==> src/rtl/prbs_burst_src.sv <==
module prbs_burst_src #(
  parameter int DIVIDER = 10,
  parameter int N       = 4
) (
  input  logic         clk,
  input  logic         rst,
  output logic         bit_stb,
  output logic         bit_clk,
  output logic         ser_bit,
  output logic [N-1:0] burst_idx
);
  localparam int CW = (DIVIDER > 2) ? $clog2(DIVIDER) : 1;
  localparam int IDX_LAST = (2 ** N) - 2;

  function automatic logic [31:0] tap_mask(input int n);
    logic [31:0] m;
    m = '0;
    case (n)
      3:  begin m[2] = 1'b1; m[1] = 1'b1; end
      4:  begin m[3] = 1'b1; m[2] = 1'b1; end
      5:  begin m[4] = 1'b1; m[2] = 1'b1; end
      6:  begin m[5] = 1'b1; m[4] = 1'b1; end
      7:  begin m[6] = 1'b1; m[5] = 1'b1; end
      8:  begin m[7] = 1'b1; m[5] = 1'b1; m[4] = 1'b1; m[3] = 1'b1; end
      9:  begin m[8] = 1'b1; m[4] = 1'b1; end
      10: begin m[9] = 1'b1; m[6] = 1'b1; end
      11: begin m[10] = 1'b1; m[8] = 1'b1; end
      12: begin m[11] = 1'b1; m[10] = 1'b1; m[9] = 1'b1; m[3] = 1'b1; end
      13: begin m[12] = 1'b1; m[11] = 1'b1; m[10] = 1'b1; m[7] = 1'b1; end
      14: begin m[13] = 1'b1; m[12] = 1'b1; m[11] = 1'b1; m[1] = 1'b1; end
      15: begin m[14] = 1'b1; m[13] = 1'b1; end
      16: begin m[15] = 1'b1; m[14] = 1'b1; m[12] = 1'b1; m[3] = 1'b1; end
      default: m = '0;
    endcase
    return m;
  endfunction

  localparam logic [31:0] TAPS_ALL = tap_mask(N);
  localparam logic [N-1:0] TAPS = TAPS_ALL[N-1:0];

  logic [CW-1:0] div_cnt;
  logic [N-1:0]  lfsr;
  logic          fb;

  assign bit_stb = (div_cnt == CW'(DIVIDER - 1));
  assign bit_clk = (div_cnt < CW'(DIVIDER / 2));
  assign fb      = ^(lfsr & TAPS);
  assign ser_bit = lfsr[N-1];

  always_ff @(posedge clk) begin
    if (rst)          div_cnt <= '0;
    else if (bit_stb) div_cnt <= '0;
    else              div_cnt <= div_cnt + 1'b1;
  end

  always_ff @(posedge clk) begin
    if (rst) begin
      lfsr      <= '1;
      burst_idx <= '0;
    end else if (bit_stb) begin
      lfsr      <= {lfsr[N-2:0], fb};
      burst_idx <= (burst_idx == N'(IDX_LAST)) ? '0 : burst_idx + 1'b1;
    end
  end
endmodule


==> config.mk <==
export PLATFORM = sky130hd
export DESIGN_NAME = prbs_burst_src
export DESIGN_NICKNAME = d
export VERILOG_FILES = /design/src/rtl/prbs_burst_src.sv
export SDC_FILE = /design/constraint.sdc
export NUM_CORES = 1
export LEC_CHECK = 0
export BUFFER_PORTS_ARGS = -buffer_cell sky130_fd_sc_hd__buf_2
export CAP_MARGIN = 25
export CORE_AREA = 5 5 42 44
export CTS_CLUSTER_SIZE = 20
export DETAILED_ROUTE_END_ITERATION = 10
export DIE_AREA = 0 0 47 49
export PLACE_DENSITY = 0.58
export SLEW_MARGIN = 20
export SYNTH_ARGS = -nofsm -noshare
export SYNTH_HDL_FRONTEND = slang
export SYNTH_SLANG_ARGS = --single-unit
==> constraint.sdc <==
create_clock -name clk -period 1.5 [get_ports clk]
set_input_delay 0.3 -clock clk [delete_from_list [all_inputs] [get_ports clk]]
set_output_delay 0.3 -clock clk [all_outputs]
set_load 0.02 [all_outputs]
==> flow_summary.json <==
{
  "fin_area_um2": 724,
  "cts_root_buffer": "clkbuf_4",
  "postLayoutCoreUtil_pct": 51.7,
  "final_max_slew_viol_count": 0,
  "final_antenna_net_count": 0,
  "worstMarginPinSlew_ps": 265,
  "multi_input_area_um2": 302,
  "syn_to_final_growth_pct": 36.6,
  "synth_flop_cell": "dfxtp_1",
  "die_h_um": 49,
  "switchingPower_uw": 150,
  "worst_slack_ps": 48.6,
  "power_density_nw_per_um2": 898,
  "ys_seq_area_share_pct": 45.3,
  "p_comb_share_pct": 8.6,
  "crit_type": "flip-flop to output port",
  "critical_path_required_ps": 1200,
  "rows": 14,
  "cts_made_buffers": 3,
  "clockBufferDepth": 2,
  "fin_crit_sh_pct": 96.8,
  "ys_types": 22,
  "num_vias": 463,
  "clk_latency_ps": 270,
  "grt_pass1_wl_um": 1840,
  "avgSynthCellArea_um2": 8.84,
  "antenna_found_initial": 0,
  "grt_overflow": 0,
  "syn_area_um2": 531,
  "p_leak_nw": 0.311,
  "htree_levels": 1,
  "drt_iter0_drc": 7,
  "ys_ff_latch": 12,
  "worstPathMaxFanout": 5,
  "n_fill_cell": 135,
  "cts_tree": "built",
  "relSlewSlack_pct": 82.3,
  "synth_nets": 65,
  "firstDrtPassIters": 4,
  "yosys_warnings": 0,
  "place_congestion": 0.736,
  "synth_edf_count": 0,
  "wl_per_cell_um": 11.4,
  "syn-instance-count": 60,
  "seqCellArea_um2": 245,
  "startpoint_type": "flip-flop",
  "clkPwrFrac_pct": 40.1,
  "maxCapViolCount": 0,
  "arrival_ps": 1150,
  "cts.sinks": 12,
  "initial_utilization_pct": 37.9,
  "pin_count": 9,
  "fin_worst_skew_ps": 6.83,
  "internal_power_uw": 501,
  "dpl_cell_area_um2": 617,
  "dp_hpwl_um": 744,
  "n_antenna_cell": 0,
  "seq_power_share_pct": 51.4,
  "fin_total_pwr_uw": 651,
  "swShare_pct": 23.0,
  "drive_gt1_share_pct": 36.4,
  "core_area_um2": 1400,
  "end_kind": "output port",
  "drc": 0,
  "setup_viol_count_final": 0,
  "period_needed_ps": 1450,
  "synthArstFlopShare_pct": 0,
  "grt_usage_pct": 10.4,
  "routed_wirelength_um": 1060,
  "max_stage_delay_ps": 340,
  "grt_start_max_net_pins": 13,
  "hold_violations": 0,
  "max_freq_ghz": 0.689,
  "portBuffers": 8,
  "path_cells": "inv_2, ha_4, nand3b_4, clkinv_4, buf_6",
  "num-nets-final": 83,
  "grt_pass1_vias": 435,
  "die_w_um": 47,
  "vias_per_cell": 4.98,
  "ir_worst_vdd_mv": 0.384,
  "slowest_stage": "dfxtp_2",
  "path_clk_slew_ps": 80,
  "min_path_type": "primary input to flip-flop",
  "status": "completed",
  "place_ws_ps": 90.0,
  "die-area_um2": 2300
}
metrics by stage:
| stage | setup TNS [ps] | hold WS (ps) | cells |
|---|---|---|---|
| after CTS | 0 | 332 | 91 |
| after global routing | -2.41 | 338 | 93 |
| final | 0 | 334 | 93 |
| after detailed placement | 0 | 459 | 87 |
| after global placement | 0 | 449 | 87 |
| after floorplan | 0 | 376 | 60 |
synthesized netlist by cell type (all sizes together), types with 3 or more instances:
cell type / n / area (µm²)
o21ai: 3 / 15.0
dfxtp: 12 / 240
nand3b: 4 / 33.8
ha: 3 / 37.5
inv: 5 / 18.8
nand2: 7 / 26.3
a21oi: 6 / 30.0
logic make-up after synthesis:
logic type,share of synthesized area [%]
buf+inv,4.95
compound gates,12.7
simple gates,26.7
flops,45.3
fa+ha+maj,7.08
xor+xnor,3.30
flip-flops by register name, summed over array words and instances, names as in the netlist:
name / cells
burst_idx: 4
div_cnt: 4
lfsr: 4
what timing repair did:
item                                    4_1_cts  5_1_grt
pin swaps                                     0        1
buffers inserted                              0        2
endpoints found under the setup margin        2        2
gates resized for setup                       9        7
hold buffers                                  0        0
power groups by stage:
stage          clock network [mW]  logic (mW)  registers (mW)
2_1_floorplan                   0      0.0271           0.340
3_3_place_gp                    0      0.0394           0.339
3_5_place_dp                    0      0.0395           0.340
4_1_cts                     0.264      0.0452           0.335
5_1_grt                     0.279      0.0617           0.336
6_report                    0.261      0.0557           0.335
cell type report:
class	instances	share of cell area, %
Timing Repair Buffer	14	13.0
Inverter	6	3.80
Clock buffer	4	5.01
Sequential cell	12	33.9
Tap cell	16	2.76
Multi-Input combinational cell	41	41.6
path summary, 6_finish.rpt:
kind	to	slack [ps]	start	cells past startpoint
min reg2reg	div_cnt[0]$_SDFF_PP0_	470	div_cnt[0]$_SDFF_PP0_	1
max	bit_stb	50	div_cnt[1]$_SDFF_PP0_	5
min	div_cnt[0]$_SDFF_PP0_	330	rst	2
max reg2reg	burst_idx[3]$_SDFFE_PP0P_	110	div_cnt[1]$_SDFF_PP0_	5
metal layers:
layer	vias to the layer above	share of wire [%]	track usage (%)
met4	0	0.94	4.15
met2	6	47	15.8
met1	214	48	13.8
li1	241	-	-
met3	2	4.0	2.21
met5	-	0	0
worst max-delay path, delay by kind of cell, from the launching register on:
kind / cells / cell delay, ps
buffers and inverters: 3 / 280
AND/OR/NAND/NOR: 1 / 90
flip-flops: 1 / 340
adder cells (fa/ha/maj): 1 / 160
placed cells by master (no fill, tap or decap), types with 2 or more instances in the layout:
cell type,n
nor2_1,2
a21oi_1,5
nand2_1,7
or3_1,2
buf_4,7
dfxtp_1,10
clkbuf_4,3
buf_2,6
o21ai_0,3
ha_4,2
inv_1,3
inv_2,2
nand3b_1,3
nand3_1,2
nor3_1,2
xnor2_1,2
nand4b_1,2
(Power assumes the default switching activity.)
